===== src/rtl/tbw_pkg.sv =====
// Shared register addresses, field codes and status/event types
// for the trace buffer write engine.
package tbw_pkg;

    localparam logic [1:0] RA_BASE = 2'd0;
    localparam logic [1:0] RA_WPTR = 2'd1;
    localparam logic [1:0] RA_CTRL = 2'd2;
    localparam logic [1:0] RA_STAT = 2'd3;

    localparam logic [1:0] FILL_STOP = 2'b00;
    localparam logic [1:0] FILL_WRAP = 2'b01;

    localparam logic [1:0] TRIG_IGNORE = 2'b00;
    localparam logic [1:0] TRIG_HALT   = 2'b01;

    localparam logic [1:0] BSC_FILLED = 2'b01;
    localparam logic [3:0] EC_OTHER   = 4'd0;

    localparam int STAT_W = 10;

    // Status register layout, MSB first: code[9:8], class[7:4], stop, wrap, trig, irq
    typedef struct packed {
        logic [1:0] bsc;
        logic [3:0] ec;
        logic       stop;
        logic       wrap;
        logic       trig;
        logic       irq;
    } stat_t;

    // Hardware events raised by the capture path in one cycle
    typedef struct packed {
        logic irq;
        logic wrap;
        logic trig;
        logic halt;
        logic filled;
    } evt_t;

endpackage


===== src/rtl/tbw_cfg.sv =====
// Register file of the trace buffer write engine: base, control
// (enable, fill mode, trigger mode, limit) and sticky status.
// Assumes ADDR_W > PAGE_LG >= 5 and ADDR_W >= STAT_W. Hardware events win
// over a software write to the same register in the same cycle.
module tbw_cfg
    import tbw_pkg::*;
#(
    parameter int ADDR_W  = 32,
    parameter int PAGE_LG = 12
) (
    input  logic              clk,
    input  logic              rst_n,
    input  logic              reg_wr,
    input  logic [1:0]        reg_addr,
    input  logic [ADDR_W-1:0] reg_wdata,
    output logic [ADDR_W-1:0] reg_rdata,
    input  evt_t              evt,
    input  logic [ADDR_W-1:0] wptr,
    output logic              sw_wptr_we,
    output logic [ADDR_W-1:0] sw_wptr,
    output logic [ADDR_W-1:0] base_addr,
    output logic [ADDR_W-1:0] limit_addr,
    output logic              enable,
    output logic [1:0]        fill_mode,
    output logic [1:0]        trig_mode,
    output stat_t             stat
);

    localparam int PG_W = ADDR_W - PAGE_LG;

    logic [PG_W-1:0] base_pg;
    logic [PG_W-1:0] limit_pg;
    logic            en_q;
    logic [1:0]      fill_q;
    logic [1:0]      trig_q;
    stat_t           stat_q;
    stat_t           stat_d;

    logic wr_base, wr_ctrl, wr_stat;

    // Decode software write strobes
    always_comb begin
        wr_base    = reg_wr && (reg_addr == RA_BASE);
        sw_wptr_we = reg_wr && (reg_addr == RA_WPTR);
        wr_ctrl    = reg_wr && (reg_addr == RA_CTRL);
        wr_stat    = reg_wr && (reg_addr == RA_STAT);
        sw_wptr    = reg_wdata;
    end

    // Base and control registers; a halt event drops only the enable bit
    always_ff @(posedge clk) begin
        if (!rst_n) begin
            base_pg  <= '0;
            limit_pg <= '0;
            en_q     <= 1'b0;
            fill_q   <= FILL_STOP;
            trig_q   <= TRIG_IGNORE;
        end else begin
            if (wr_base)
                base_pg <= reg_wdata[ADDR_W-1:PAGE_LG];
            if (wr_ctrl) begin
                limit_pg <= reg_wdata[ADDR_W-1:PAGE_LG];
                en_q     <= reg_wdata[0];
                fill_q   <= reg_wdata[2:1];
                trig_q   <= reg_wdata[4:3];
            end
            if (evt.halt)
                en_q <= 1'b0;
        end
    end

    // Next status: software value first, then hardware flags on top
    always_comb begin
        stat_d = wr_stat ? stat_t'(reg_wdata[STAT_W-1:0]) : stat_q;
        if (evt.irq)  stat_d.irq  = 1'b1;
        if (evt.wrap) stat_d.wrap = 1'b1;
        if (evt.trig) stat_d.trig = 1'b1;
        if (evt.halt) stat_d.stop = 1'b1;
        if (evt.filled) begin
            stat_d.bsc = BSC_FILLED;
            stat_d.ec  = EC_OTHER;
        end
    end

    // Status register
    always_ff @(posedge clk) begin
        if (!rst_n) stat_q <= '0;
        else        stat_q <= stat_d;
    end

    // Register read multiplexer
    always_comb begin
        unique case (reg_addr)
            RA_BASE: reg_rdata = {base_pg, {PAGE_LG{1'b0}}};
            RA_WPTR: reg_rdata = wptr;
            RA_CTRL: reg_rdata = {limit_pg, {(PAGE_LG-5){1'b0}}, trig_q, fill_q, en_q};
            default: reg_rdata = {{(ADDR_W-STAT_W){1'b0}}, stat_q};
        endcase
    end

    assign base_addr  = {base_pg, {PAGE_LG{1'b0}}};
    assign limit_addr = {limit_pg, {PAGE_LG{1'b0}}};
    assign enable     = en_q;
    assign fill_mode  = fill_q;
    assign trig_mode  = trig_q;
    assign stat       = stat_q;

endmodule


===== src/rtl/tbw_capture.sv =====
// Capture path: accepts trace bytes, issues one memory write per byte,
// advances the write pointer and detects wrap and trigger events.
// Assumes software keeps base <= wptr < limit while enabled.
module tbw_capture
    import tbw_pkg::*;
#(
    parameter int ADDR_W = 32
) (
    input  logic              clk,
    input  logic              rst_n,
    input  logic [ADDR_W-1:0] base_addr,
    input  logic [ADDR_W-1:0] limit_addr,
    input  logic              enable,
    input  logic              halted,
    input  logic              hold,
    input  logic [1:0]        fill_mode,
    input  logic [1:0]        trig_mode,
    input  logic              sw_wptr_we,
    input  logic [ADDR_W-1:0] sw_wptr,
    input  logic              tr_valid,
    input  logic [7:0]        tr_data,
    input  logic              tr_trig,
    output logic              tr_ready,
    input  logic              mem_gnt,
    output logic              mem_req,
    output logic [ADDR_W-1:0] mem_addr,
    output logic [7:0]        mem_data,
    output logic [ADDR_W-1:0] wptr,
    output evt_t              evt
);

    logic run, port_free, accept, at_end, wrap_hit, fill_halt, trig_hit;

    // Acceptance and event detection
    always_comb begin
        run       = enable && !halted && !hold;
        port_free = !mem_req || mem_gnt;
        tr_ready  = run && port_free;
        accept    = tr_valid && tr_ready;
        at_end    = (wptr + ADDR_W'(1)) == limit_addr;
        wrap_hit  = accept && at_end;
        fill_halt = wrap_hit && (fill_mode != FILL_WRAP);
        trig_hit  = run && tr_trig && (trig_mode == TRIG_HALT);
        evt.irq    = wrap_hit || trig_hit;
        evt.wrap   = wrap_hit;
        evt.trig   = trig_hit;
        evt.halt   = fill_halt || trig_hit;
        evt.filled = fill_halt;
    end

    // Write pointer: hardware advance has priority over a software load
    always_ff @(posedge clk) begin
        if (!rst_n)
            wptr <= '0;
        else if (accept)
            wptr <= at_end ? base_addr : wptr + ADDR_W'(1);
        else if (sw_wptr_we)
            wptr <= sw_wptr;
    end

    // Memory write request, held until granted
    always_ff @(posedge clk) begin
        if (!rst_n) begin
            mem_req  <= 1'b0;
            mem_addr <= '0;
            mem_data <= '0;
        end else if (accept) begin
            mem_req  <= 1'b1;
            mem_addr <= wptr;
            mem_data <= tr_data;
        end else if (mem_gnt) begin
            mem_req  <= 1'b0;
        end
    end

endmodule


===== src/rtl/tbw_drain.sv =====
// Drain handshake: remembers a request, holds capture off, and pulses
// an acknowledge once no write request is outstanding.
module tbw_drain (
    input  logic clk,
    input  logic rst_n,
    input  logic drain_req,
    input  logic busy,
    output logic pend,
    output logic ack
);

    // Pending flag and single-cycle acknowledge
    always_ff @(posedge clk) begin
        if (!rst_n) begin
            pend <= 1'b0;
            ack  <= 1'b0;
        end else if (pend && !busy && !ack) begin
            ack  <= 1'b1;
            pend <= drain_req;
        end else begin
            ack  <= 1'b0;
            pend <= pend || drain_req;
        end
    end

endmodule


===== src/rtl/trace_buf_writer.sv =====
// Top level of the trace buffer write engine: joins register file,
// capture path and drain handshake. irq is the status irq level.
module trace_buf_writer
    import tbw_pkg::*;
#(
    parameter int ADDR_W  = 32,
    parameter int PAGE_LG = 12
) (
    input  logic              clk,
    input  logic              rst_n,
    input  logic              reg_wr,
    input  logic [1:0]        reg_addr,
    input  logic [ADDR_W-1:0] reg_wdata,
    output logic [ADDR_W-1:0] reg_rdata,
    input  logic              tr_valid,
    input  logic [7:0]        tr_data,
    output logic              tr_ready,
    input  logic              tr_trig,
    output logic              mem_req,
    output logic [ADDR_W-1:0] mem_addr,
    output logic [7:0]        mem_data,
    input  logic              mem_gnt,
    input  logic              drain_req,
    output logic              drain_ack,
    output logic              irq
);

    evt_t              ev;
    stat_t             stat;
    logic [ADDR_W-1:0] cfg_base, cfg_limit, wptr, sw_wptr;
    logic              sw_wptr_we, enable, drain_pend;
    logic [1:0]        fill_mode, trig_mode;
    logic              ev_wrap, ev_halt;

    tbw_cfg #(.ADDR_W(ADDR_W), .PAGE_LG(PAGE_LG)) u_cfg (
        .clk(clk), .rst_n(rst_n),
        .reg_wr(reg_wr), .reg_addr(reg_addr), .reg_wdata(reg_wdata),
        .reg_rdata(reg_rdata), .evt(ev), .wptr(wptr),
        .sw_wptr_we(sw_wptr_we), .sw_wptr(sw_wptr),
        .base_addr(cfg_base), .limit_addr(cfg_limit), .enable(enable),
        .fill_mode(fill_mode), .trig_mode(trig_mode), .stat(stat)
    );

    tbw_capture #(.ADDR_W(ADDR_W)) u_cap (
        .clk(clk), .rst_n(rst_n),
        .base_addr(cfg_base), .limit_addr(cfg_limit), .enable(enable),
        .halted(stat.stop), .hold(drain_pend),
        .fill_mode(fill_mode), .trig_mode(trig_mode),
        .sw_wptr_we(sw_wptr_we), .sw_wptr(sw_wptr),
        .tr_valid(tr_valid), .tr_data(tr_data), .tr_trig(tr_trig),
        .tr_ready(tr_ready), .mem_gnt(mem_gnt), .mem_req(mem_req),
        .mem_addr(mem_addr), .mem_data(mem_data), .wptr(wptr), .evt(ev)
    );

    tbw_drain u_drain (
        .clk(clk), .rst_n(rst_n), .drain_req(drain_req),
        .busy(mem_req), .pend(drain_pend), .ack(drain_ack)
    );

    assign irq     = stat.irq;
    assign ev_wrap = ev.wrap;
    assign ev_halt = ev.halt;

endmodule


===== config.mk =====
export PLATFORM = sky130hd
export DESIGN_NAME = trace_buf_writer
export DESIGN_NICKNAME = d
export VERILOG_FILES = /design/src/rtl/tbw_pkg.sv /design/src/rtl/tbw_cfg.sv /design/src/rtl/tbw_capture.sv /design/src/rtl/tbw_drain.sv /design/src/rtl/trace_buf_writer.sv
export SDC_FILE = /design/constraint.sdc
export NUM_CORES = 1
export LEC_CHECK = 0
export BUFFER_PORTS_ARGS = -buffer_cell sky130_fd_sc_hd__buf_2
export CAP_MARGIN = 10
export CORE_MARGIN = 4
export CORE_UTILIZATION = 45
export CTS_CLUSTER_DIAMETER = 150
export DETAILED_ROUTE_END_ITERATION = 8
export GPL_TIMING_DRIVEN = 0
export PLACE_DENSITY = 0.66
export SLEW_MARGIN = 0
export SYNTH_ARGS = -nofsm -noshare
export SYNTH_HDL_FRONTEND = slang
export SYNTH_SLANG_ARGS = --single-unit

===== constraint.sdc =====
create_clock -name clk -period 4.5 [get_ports clk]
set_input_delay 0.225 -clock clk [delete_from_list [all_inputs] [get_ports clk]]
set_output_delay 0.225 -clock clk [all_outputs]
set_load 0.05 [all_outputs]

**Word-level counts from Yosys, hierarchy flattened**

Cells that the tools add are included.

- Bits in registers: 130
- Bits of input ports: 49
- Output and inout bits: 76
- Word-level logic and storage cells: 72

- Add/sub/neg operators: 1
- Equality and inequality tests: 6
- Mux-type cells: 14
- Bitwise gates (word level): 1
- Reductions and logical operators: 32

Operators by type and width:

| operator | number |
|---|---|
| 2-to-1 mux 32 bit | 3 |
| case mux 32 bit (3 select lines) | 1 |
| adder 32 x 1 -> 32 bit, second input constant | 1 |
| == test 32 bit | 1 |
| logical AND 1 bit | 14 |
| nonzero test 2 bit | 7 |
| 2-to-1 mux 9 bit | 1 |
| 2-to-1 mux 1 bit | 8 |
| 2-to-1 mux 5 bit | 1 |
| == test 2 x 1 -> 1 bit, second input constant | 2 |
| == test 2 bit, second input constant | 2 |
| zero test 1 bit | 4 |
| logical OR 1 bit | 4 |
| OR reduction 2 bit | 2 |
| zero test 2 bit | 1 |
| inequality test 2 x 1 -> 1 bit, second input constant | 1 |
| inverter 1 bit | 1 |

**Depth between registers and ports, before layout**

Gate-level depths: netlist (run 1).

- Depth after elaboration: 9
- Gate-level depth with buffers: 13
- Depth with buffers taken out: 10

**Hierarchy**

Synthesis (run 1) repeated with hierarchy kept, for this count alone.

- Cell total of the unflattened synthesis: 1149
- Area, all modules: 9027.4 um^2

Modules (own cells, without submodules):

| module | times used | cells an instance | area an instance (um^2) | sequential area each (um^2) |
|---|---|---|---|---|
| tbw_capture | 1 | 748 | 5778.0 | 1461.4 |
| tbw_cfg | 1 | 394 | 3183.1 | 1101.1 |
| tbw_drain | 1 | 7 | 66.3 | 40.0 |

**Worst setup path after synthesis (run 1)**

No wires, ideal clock.

- Kind: flip-flop to flip-flop
- Start: register u_cap.wptr[0]
- End: register u_cap.wptr[22]
- Library setup time: 139 ps
- Arrival time: 3093 ps
- Data required time: 4361 ps
- Path slack: 1267 ps
- Cell stages (with the launch flop): 13
- Buffers on the path: 3
- Clock period less this slack: 3233 ps
- Cell sequence: dfxtp_1 buf_2 and4_1 buf_4 nand3_2 nor4_1 xnor2_1 o221ai_1 or4_4 nor4_4 buf_6 mux2i_1 o221ai_1

- Longest elaborated chain between the ends: 4

Ends and longest elaborated chain:

| element | line | RTL |
|---|---|---|
| start: declaration | tbw_capture.sv:28 | `output logic [ADDR_W-1:0] wptr,` |
| start signal: assignment | tbw_capture.sv:56 | `wptr <= at_end ? base_addr : wptr + ADDR_W'(1);` |
| start signal: assignment | tbw_capture.sv:58 | `wptr <= sw_wptr;` |
| adder 32 x 1 -> 32 bit (*) | tbw_capture.sv:40, tbw_capture.sv:56 |  |
| == test 32 bit | tbw_capture.sv:40 | `at_end = (wptr + ADDR_W'(1)) == limit_addr;` |
| 2-to-1 mux 32 bit (*) | tbw_capture.sv:56 |  |
| 2-to-1 mux 32 bit (*) | tbw_capture.sv:55 | `else if (accept)` |

Mark *: on every way between the ends. The rest lies on a longest branch, timed or not.
A chain may end at the register's enable or synchronous reset.

**Worst setup path in the final report (run 1)**

- Start: register u_cap.wptr[7]
- End: register u_cap.wptr[14]

The elaborated chain is that of the path after synthesis.

==> impl_metrics.csv, run 1 <==
group,metric,value,unit
run_status,status,"complete, no violations",
timing,max_freq,236.9,MHz
synth,synth.avg_cell_area,7.559,sq um
synth,synth_xor_area_share,4.217,%
timing,finClkSkew,0.009554,ns
route,ant_nets,0,
clock_tree,numClockSinks,130,
route,viasPerCell,5.760,
route,avgRoutedWirePerCell,20.33,um
die,dieArea,18040,sq um
grt,track_usage,29.59,%
clock_tree,cts_hold_buf,0,
clock_tree,cts_root_buf,"clkbuf_16",
grt,grt_pass1_vias,7109,
route,route.detailed.drc,0,
pwr,ir_drop,248.4,uV
synth,synth_top_area_share,36.24,%
route,drtPass1Iterations,6,
worst_hold_path,hold_path_class,"in -> reg",
place,io_buffers,123,
route,num_vias,7580,
place,dp_hpwl,19510,um
final_layout,multiInputGateArea,4133,sq um
synth,synth-edff-count,0,
clock_tree,htreeDepth,4,
timing,slew_headroom,32.20,%
clock_tree,cts_buffers,17,
clock_tree,ctsLongestPathBuffers,2,
synth,synth_nets,1000,
timing,setup_viol,0,
grt,grt_pass1_wl,41260,um
pwr,p_total,2.849,mW
synth,netlist_area,7181,sq um
grt,grt_max_degree,17,
final_layout,layout_commonest_cell,"nand2_1",
synth,synth_compound_area_share,19.36,%
synth,yosys.area_share.simple,25.42,%
synth,yosys_warnings,0,
timing,timing_hold_violations_final,0,
synth,yosysTopAreaCell,"dfxtp_1",
die,die_h,134.3,um
setup_path,cp.arrival,4.50,ns
synth,netlist_instances,950,
pwr,powerDensity,331.2,nW/um^2
final_layout,drive_gt1_share,18.37,%
final_layout,design_area,8603,sq um
grt,grt_overflow_total,0,
die,fp.dieW,134.3,um
synth,synth_top_family_by_area,"simple AND/OR/NAND/NOR gates",
place,place_area,8060,sq um
final_layout,ff_latch_area,2603,sq um
synth,async_flop_share,0,%
final_layout,num-fill-cells,1572,
clock_tree,clk_pin_slew,0.06,ns
final_layout,syn2layout_area_growth,19.81,%
synth,synthAdderAreaFrac,0.1742,%
job,drv.max_cap_violation_count,0,
setup_path,critPathCaptureType,"register",
timing,min_period,4.221,ns
clock_tree,cts_setup_buffers,0,
die,std_cell_rows,45,
final_layout,nets,1142,
clock_tree,cts_tree,"built",
grt,antenna_found_initial,0,
timing,finalSetupTns,0,ns
setup_path,path_class,"reg -> reg",
die,io_pins,125,
synth,synth_ff_type,"dfxtp_1",
synth,synth_area_leaders,"dfxtp_1 (36%), nand2_1 (12%), a21oi_1 (7.7%)",
timing,worst_pin_slew,1.008,ns
die,fp.coreArea,15430,sq um
synth,synth_cell_types,66,
timing,rsz0062_at_grt,"false",
final_layout,antenna_cells,0,
setup_path,required,4.78,ns
pwr,p_leak,3.334,nW
place,gp_congestion,1.023,
synth,ys_seq_area_share,36.24,%
clock_tree,cts-resized-gates,0,
die,start_util,46.55,%
route,drtIter0Drc,870,
synth,ys_seq_elements,130,
timing,drv_slew,0,
clock_tree,clk_latency,0.43,ns
synth,synthMuxAreaShare,8.381,%
setup_path,critPathLaunchType,"register",
route,wirelength,26750,um
final_layout,final_cell_mix,"nand2_1 (238), buf_2 (137), dfxtp_1 (130), a21oi_1 (111), clkbuf_1 (52)",
timing,min_period_over_period,93.80,%
setup_path,crit_path_max_fanout,10,
==> cell usage after synthesis, types with 9 or more instances <==
master    number
and3_1        10
mux2_2         9
inv_1         15
xor2_1        12
buf_4          9
clkbuf_1      52
xnor2_1       20
a21oi_1      111
and2_1        10
nor3_1        24
nor2_1        21
o21ai_0       46
dfxtp_1      130
a22oi_1       16
buf_2         14
o22ai_1       17
nor2b_1       12
nand3_1       21
nand4_1       16
buf_1          9
nand2_1      238
mux2i_1       50
==> state kept, by name, indices dropped and copies added, names as in the netlist, 2 cells and up <==
register / flops
u_cap.mem_addr: 32
u_cap.wptr: 32
u_cfg.base_pg: 20
u_cfg.limit_pg: 20
u_cfg.stat: 10
u_cap.mem_data: 8
u_cfg.fill_mode: 2
u_cfg.trig_mode: 2
==> worst paths after layout <==
kind / cells past startpoint / slack (ns) / startpoint / to
max: 11 / 0.28 / u_cap.wptr[7] / u_cap.wptr[14]
min: 3 / 0.03 / drain_req / u_drain.pend
max reg2reg: 11 / 0.28 / u_cap.wptr[7] / u_cap.wptr[14]
min reg2reg: 1 / 0.44 / u_drain.ack / u_drain.ack
==> per-stage QoR <==
step                setup WS [ns]  util [%]  instances  hold WS, ns
floorplan                   1.267         -        950       0.3545
global placement           0.3483     52.25       1284       0.4318
detailed placement         0.3477     52.25       1284       0.4324
CTS                        0.3182     55.77       1316      0.02490
global route              0.09765     55.77       1316      0.02821
finish                     0.2790     55.77       1316      0.03268
==> power breakdown <==
group	internal, mW	switching [mW]
Combinational	0.112	0.238
Sequential	1.18	0.0253
Clock	0.722	0.570
Total	2.02	0.833
==> cell families after synthesis <==
| group | count (synthesis) |
|---|---|
| compound gates | 234 |
| xor+xnor | 33 |
| fa+ha+maj | 1 |
| buf+inv | 101 |
| flops | 130 |
| mux | 59 |
| simple gates | 392 |
==> area by class of cell <==
class,count,area share (%)
clock buffer,18,5.105
tap,211,3.069
clock inverter,14,1.207
multi-input combinational,719,48.04
timing repair buffer,123,7.155
buffer,86,4.523
inverter,15,0.6545
sequential,130,30.25
==> worst max-delay path: stages (launching register included) <==
cell      delay (ns)
dfxtp_1         0.30
buf_2           0.22
and2_1          0.32
nand4_2         0.21
nor4_1          0.89
xnor2_1         0.20
o221ai_1        0.12
or4_4           0.53
nor4_4          0.64
buf_6           0.28
mux2i_1         0.25
o22ai_1         0.11
==> layer usage <==
metal | GRT usage (%) | part of all wire, %
met2 | 47.60 | 47
met3 | 6.827 | 8.6
met5 | 0 | 0
met4 | 9.955 | 2.9
met1 | 39.26 | 41
Power figures use the tool's default switching activity.
==> inputs of run 2 (changes only) <==
--- a/config.mk
+++ b/config.mk
@@ -7,13 +7,12 @@
 export LEC_CHECK = 0
 export BUFFER_PORTS_ARGS = -buffer_cell sky130_fd_sc_hd__buf_2
 export CAP_MARGIN = 10
-export CORE_MARGIN = 4
 export CORE_UTILIZATION = 45
 export CTS_CLUSTER_DIAMETER = 150
 export DETAILED_ROUTE_END_ITERATION = 8
 export GPL_TIMING_DRIVEN = 0
-export PLACE_DENSITY = 0.66
-export SLEW_MARGIN = 0
+export PLACE_DENSITY = 0.69
+export SLEW_MARGIN = 20
 export SYNTH_ARGS = -nofsm -noshare
 export SYNTH_HDL_FRONTEND = slang
 export SYNTH_SLANG_ARGS = --single-unit
==> constraint.sdc (replaced) <==
create_clock -name clk -period 3.5 [get_ports clk]
set_input_delay 0.175 -clock clk [delete_from_list [all_inputs] [get_ports clk]]
set_output_delay 0.175 -clock clk [all_outputs]
set_load 0.05 [all_outputs]
==> run 2 against run 1 <==
  * Die area shrank 8.7%
  * Critical path depth grew 1
  * Largest cell class unchanged
  * Clock power grew 37%
  * Sequential share of layout area shrank 1.6 points
  * Register-to-register slack lost 0.20 ns
  * Core utilization grew 3.5 points
  * Power grew 34%
  * Sequential cell count is the same
  * Critical path type unchanged
  * Maximum frequency grew 23%
  * Setup slack lost 0.20 ns
==> impl_metrics.csv, run 2 (synthesized netlist as in run 1, its figures left out) <==
group,metric,value,unit
timing,min_period,3.426,ns
die,std_cell_rows,45,
final_layout,ff_latch_area,2613,sq um
final_layout,num-fill-cells,1451,
die,fp.dieW,128.3,um
run_status,status,"complete, no violations",
die,io_pins,125,
setup_path,crit_path_max_fanout,10,
clock_tree,htreeDepth,4,
pwr,powerDensity,417.5,nW/um^2
grt,track_usage,32.93,%
final_layout,antenna_cells,0,
timing,holdWs,0.002374,ns
final_layout,syn2layout_area_growth,26.89,%
pwr,power_frac_seq,40.9,%
grt,grt_pass1_wl,40560,um
timing,worst_pin_slew,1.080,ns
final_layout,layout_commonest_cell,"nand2_1",
pwr,intPower,2.736,mW
worst_hold_path,hold_path_class,"in -> reg",
route,viasPerCell,5.839,
die,dieArea,16470,sq um
place,dp_hpwl,19310,um
timing,worst_slack,0.07417,ns
route,wirelength,26890,um
final_layout,nets,1166,
clock_tree,cts_tree,"built",
route,num_vias,7819,
timing,setup_viol,0,
clock_tree,clk_pin_slew,0.06,ns
setup_path,path_class,"reg -> reg",
clock_tree,clk_latency,0.44,ns
timing,min_period_over_period,97.88,%
route,drtIter0Drc,693,
clock_tree,cts_buffers,17,
setup_path,cp-startpoint,"u_cap.wptr[1]",
route,drtPass1Iterations,6,
place,io_buffers,123,
pwr,p_total,3.804,mW
die,fp.coreArea,15370,sq um
pwr,p_switching,1.068,mW
die,start_util,46.72,%
grt,grt_pass1_vias,7240,
setup_path,r2r-start,"u_cap.wptr[1]",
setup_path,critPathLaunchType,"register",
route,ant_nets,0,
timing,slew_headroom,27.99,%
grt,grt_overflow_total,0,
place,gp_congestion,0.9816,
route,avgRoutedWirePerCell,20.08,um
setup_path,critPathCaptureType,"register",
grt,grt_max_degree,17,
worst_hold_path,holdCritStartpoint,"reg_wdata[24]",
pwr,comb_power_share,12.5,%
timing,finClkSkew,0.009295,ns
timing,rsz0062_at_grt,"false",
pwr,ir_drop,382.1,uV
clock_tree,cts_root_buf,"clkbuf_16",
pwr,p_leak,3.571,nW
clock_tree,numClockSinks,130,
final_layout,top_regs,"u_cap.mem_addr x32, u_cap.wptr x32",
pwr,switching_share,28.07,%
final_layout,final_cell_mix,"nand2_1 (236), buf_2 (128), dfxtp_1 (124), a21oi_1 (111)",
die,die_h,128.3,um
timing,drv_slew,0,
timing,timing_hold_violations_final,0,
clock_tree,ctsLongestPathBuffers,2,
grt,antenna_found_initial,0,
place,place_ws,-0.6027,ns
job,drv.max_cap_violation_count,0,
route,route.detailed.drc,0,
final_layout,postLayoutCoreUtil,59.28,%
timing,max_freq,291.9,MHz
pwr,pwr-share-clk,46.6,%
final_layout,drive_gt1_share,21.28,%
final_layout,multiInputGateArea,4288,sq um
setup_path,cp.arrival,3.72,ns
setup_path,required,3.79,ns
==> run 2: cell types whose count changed in the layout (fill, tap and decap cells not counted), moves of 3 or more <==
cell / previous run / this run
dlygate4sd3_1: 0 / 18
buf_2: 137 / 128
buf_4: 9 / 16
dfxtp_1: 130 / 124
buf_6: 2 / 7
clkinv_4: 1 / 6
dfxtp_2: 0 / 5
nor3_1: 24 / 19
clkbuf_1: 52 / 48
clkbuf_4: 0 / 4
clkinvlp_4: 5 / 1
nor3_2: 0 / 3
==> run 2: path summary, 6_finish.rpt <==
check / endpoint / slack, ns / cells past startpoint
setup / recovery: u_cap.wptr[22] / 0.07 / 12
hold / removal: u_cfg.limit_pg[12] / 0.002 / 3
setup reg to reg: u_cap.wptr[22] / 0.07 / 12
hold reg to reg: u_drain.ack / 0.44 / 1
==> run 2: final cells by class <==
class	instances	area share (%)
buffer	84	4.930
inverter	15	0.6180
timing repair buffer	149	9.434
sequential	130	28.67
multi-input combinational	719	47.06
clock buffer	17	4.669
tap	211	2.898
clock inverter	14	1.717
==> run 2: what timing repair did <==
action | 4_1_cts | 5_1_grt
setup buffers | 4 | 4
hold endpoints to repair | 23 | 0
hold buffers | 18 | 0
pin swaps | 3 | 8
endpoints found under the setup margin | 32 | 32
resized for setup | 21 | 45
==> run 2: power groups by stage <==
stage	Combinational, mW	Clock, mW	Sequential (mW)
floorplan	0.281	0	1.58
global placement	0.440	0	1.58
detailed placement	0.441	0	1.58
CTS	0.459	1.78	1.55
global route	0.507	1.85	1.56
finish	0.477	1.77	1.56
==> run 2: worst max-delay path, cell delays in order, from the launching register on <==
cell	delay, ns
dfxtp_4	0.41
ha_2	0.25
nand3_2	0.19
nor2_4	0.26
nand4_1	0.23
xnor2_1	0.25
o221ai_1	0.15
or4_4	0.53
nor4_4	0.31
buf_6	0.18
buf_12	0.16
mux2i_1	0.22
o221ai_1	0.13
==> run 2: stage by stage <==
| stage | cell area, sq um | cells | setup TNS [ns] |
|---|---|---|---|
| floorplan | 7181 | 950 | 0 |
| global placement | 8060 | 1284 | -16.17 |
| detailed placement | 8060 | 1284 | -16.34 |
| CTS | 8911 | 1335 | 0 |
| global route | 9111 | 1339 | 0 |
| finish | 9111 | 1339 | 0 |
==> run 2: layer usage <==
layer	wire (um)	track usage [%]
met4	904	15.09
met1	11410	41.11
met5	0	0
met2	12710	54.24
met3	1869	7.220
==> inputs of run 3 (changes only) <==
--- a/config.mk
+++ b/config.mk
@@ -8,6 +8,7 @@
 export BUFFER_PORTS_ARGS = -buffer_cell sky130_fd_sc_hd__buf_2
 export CAP_MARGIN = 10
 export CORE_UTILIZATION = 45
+export CTS_BUF_LIST = sky130_fd_sc_hd__clkbuf_8
 export CTS_CLUSTER_DIAMETER = 150
 export DETAILED_ROUTE_END_ITERATION = 8
 export GPL_TIMING_DRIVEN = 0
==> run 3 against run 2 <==
  * The run now ends with DRC left
  * Maximum frequency shrank 0.47%
  * Sequential cell count is the same
  * Critical endpoint unchanged
  * Routed wire length is essentially flat
  * Non-clock buffer count grew 16
  * Largest cell class unchanged
  * Largest power group is now registers
  * Cell area shrank 0.40%
==> impl_metrics.csv, run 3 (synthesized netlist as in run 1, its figures left out) <==
group,metric,value,unit
final_layout,fin_cells,1355,
final_layout,antenna_cells,0,
pwr,power_frac_seq,46.4,%
timing,min_period_over_period,98.34,%
place,gp_congestion,0.9816,
timing,min_period,3.442,ns
die,start_util,46.72,%
run_status,violations,"DRC",
route,drtPass1Iterations,9,
grt,grt_pass1_wl,40510,um
route,avgRoutedWirePerCell,19.86,um
die,io_pins,125,
job,drv.max_cap_violation_count,0,
grt,track_usage,32.78,%
worst_hold_path,hold_path_class,"in -> reg",
final_layout,syn2layout_area_growth,26.38,%
final_layout,layout_commonest_cell,"nand2_1",
grt,grt_pass1_vias,7247,
clock_tree,htreeDepth,4,
timing,drv_slew,0,
place,dp_hpwl,19310,um
clock_tree,cts_tree,"built",
setup_path,critPathCaptureType,"register",
pwr,powerDensity,368.6,nW/um^2
timing,max_freq,290.5,MHz
clock_tree,ctsLongestPathBuffers,2,
die,dieArea,16470,sq um
die,std_cell_rows,45,
route,wirelength,26910,um
setup_path,crit_path_max_fanout,10,
setup_path,path_class,"reg -> reg",
pwr,p_total,3.345,mW
grt,antenna_found_initial,0,
timing,slew_headroom,27.77,%
pwr,pwr-share-clk,38.9,%
place,io_buffers,123,
timing,timing_hold_violations_final,0,
route,route.detailed.drc,1,
clock_tree,clk_pin_slew,0.09,ns
setup_path,required,3.83,ns
route,viasPerCell,5.866,
timing,finalSetupTns,0,ns
route,num_vias,7949,
timing,worst_pin_slew,1.083,ns
final_layout,drive_gt1_share,20.98,%
final_layout,final_cell_mix,"nand2_1 (236), buf_2 (128), dfxtp_1 (125), a21oi_1 (111)",
final_layout,nets,1182,
pwr,p_leak,3.551,nW
timing,setup_viol,0,
pwr,intPower,2.331,mW
run_status,status,"finished, violations left",
pwr,ir_drop,264.7,uV
grt,grt_overflow_total,0,
final_layout,top_regs,"u_cap.mem_addr x32, u_cap.wptr x32",
clock_tree,cts_root_buf,"clkbuf_8",
setup_path,critPathLaunchType,"register",
die,fp.dieW,128.3,um
clock_tree,clk_latency,0.47,ns
clock_tree,numClockSinks,130,
final_layout,postLayoutCoreUtil,59.04,%
pwr,switching_share,30.30,%
grt,grt_max_degree,17,
place,numPlacedInstances,1284,
pwr,p_switching,1.014,mW
timing,finClkSkew,0.01284,ns
die,die_h,128.3,um
die,fp.coreArea,15370,sq um
route,ant_nets,0,
pwr,comb_power_share,14.7,%
setup_path,cp.arrival,3.77,ns
route,drtIter0Drc,829,
clock_tree,cts_buffers,17,
-- run 3: cell count changes in the layout (fill, tap and decap cells not counted), sizes merged --
cell	delta
dlygate4sd3	+16
-- run 3: what timing repair did --
item	4_1_cts	5_1_grt
hold endpoints to repair	54	0
setup buffers	5	3
setup endpoints to repair	32	32
pin swaps	3	8
hold buffers	34	0
resized for setup	21	45
-- run 3: final cells by class --
class	count	area [sq um]
Buffer	84	445.4
Clock buffer	17	234.0
Clock inverter	14	156.4
Fill cell	1468	6296
Inverter	15	56.30
Multi-Input combinational cell	719	4288
Sequential cell	130	2611
Tap cell	211	264.0
Timing Repair Buffer	165	1020
-- run 3: path summary, 6_finish.rpt --
kind,startpoint,endpoint,slack (ns),cells past startpoint
hold reg to reg,u_drain.ack,u_drain.ack,0.45,1
setup reg to reg,u_cap.wptr[1],u_cap.wptr[22],0.06,12
setup / recovery,u_cap.wptr[1],u_cap.wptr[22],0.06,12
hold / removal,reg_wdata[11],u_cap.wptr[11],0.03,3
-- run 3: routing by layer --
metal  track usage, %  up-vias  part of all wire (%)
met5                0        -                     0
met4            15.29        0                   4.2
met3            6.970       79                   7.6
met2            53.58      393                    46
met1            41.28     3776                    42
li1                 -     3701                     -
-- run 3: stage by stage --
stage | hold WS [ns] | cell area [sq um] | setup WS [ns]
floorplan | 0.3045 | 7181 | 0.2673
CTS | 0.01924 | 8887 | 0.0005462
detailed placement | 0.4230 | 8060 | -0.6027
global placement | 0.4185 | 8060 | -0.6107
global route | 0.02631 | 9075 | -0.0006084
finish | 0.02892 | 9075 | 0.05807
-- run 3: worst max-delay path: stages, from the launching register on --
cell and delay (ns):
dfxtp_4 0.42, ha_2 0.25, nand3_2 0.18, nor2_4 0.26
nand4_1 0.21, xnor2_1 0.26, o221ai_1 0.16, or4_4 0.54
nor4_4 0.31, buf_6 0.18, buf_12 0.16, mux2i_1 0.23
o221ai_1 0.13
-- run 3: power groups by stage --
stage	Clock, mW	Combinational (mW)	Sequential, mW
floorplan	0	0.281	1.58
global placement	0	0.440	1.58
detailed placement	0	0.441	1.58
CTS	1.30	0.474	1.55
global route	1.37	0.520	1.56
finish	1.30	0.492	1.55
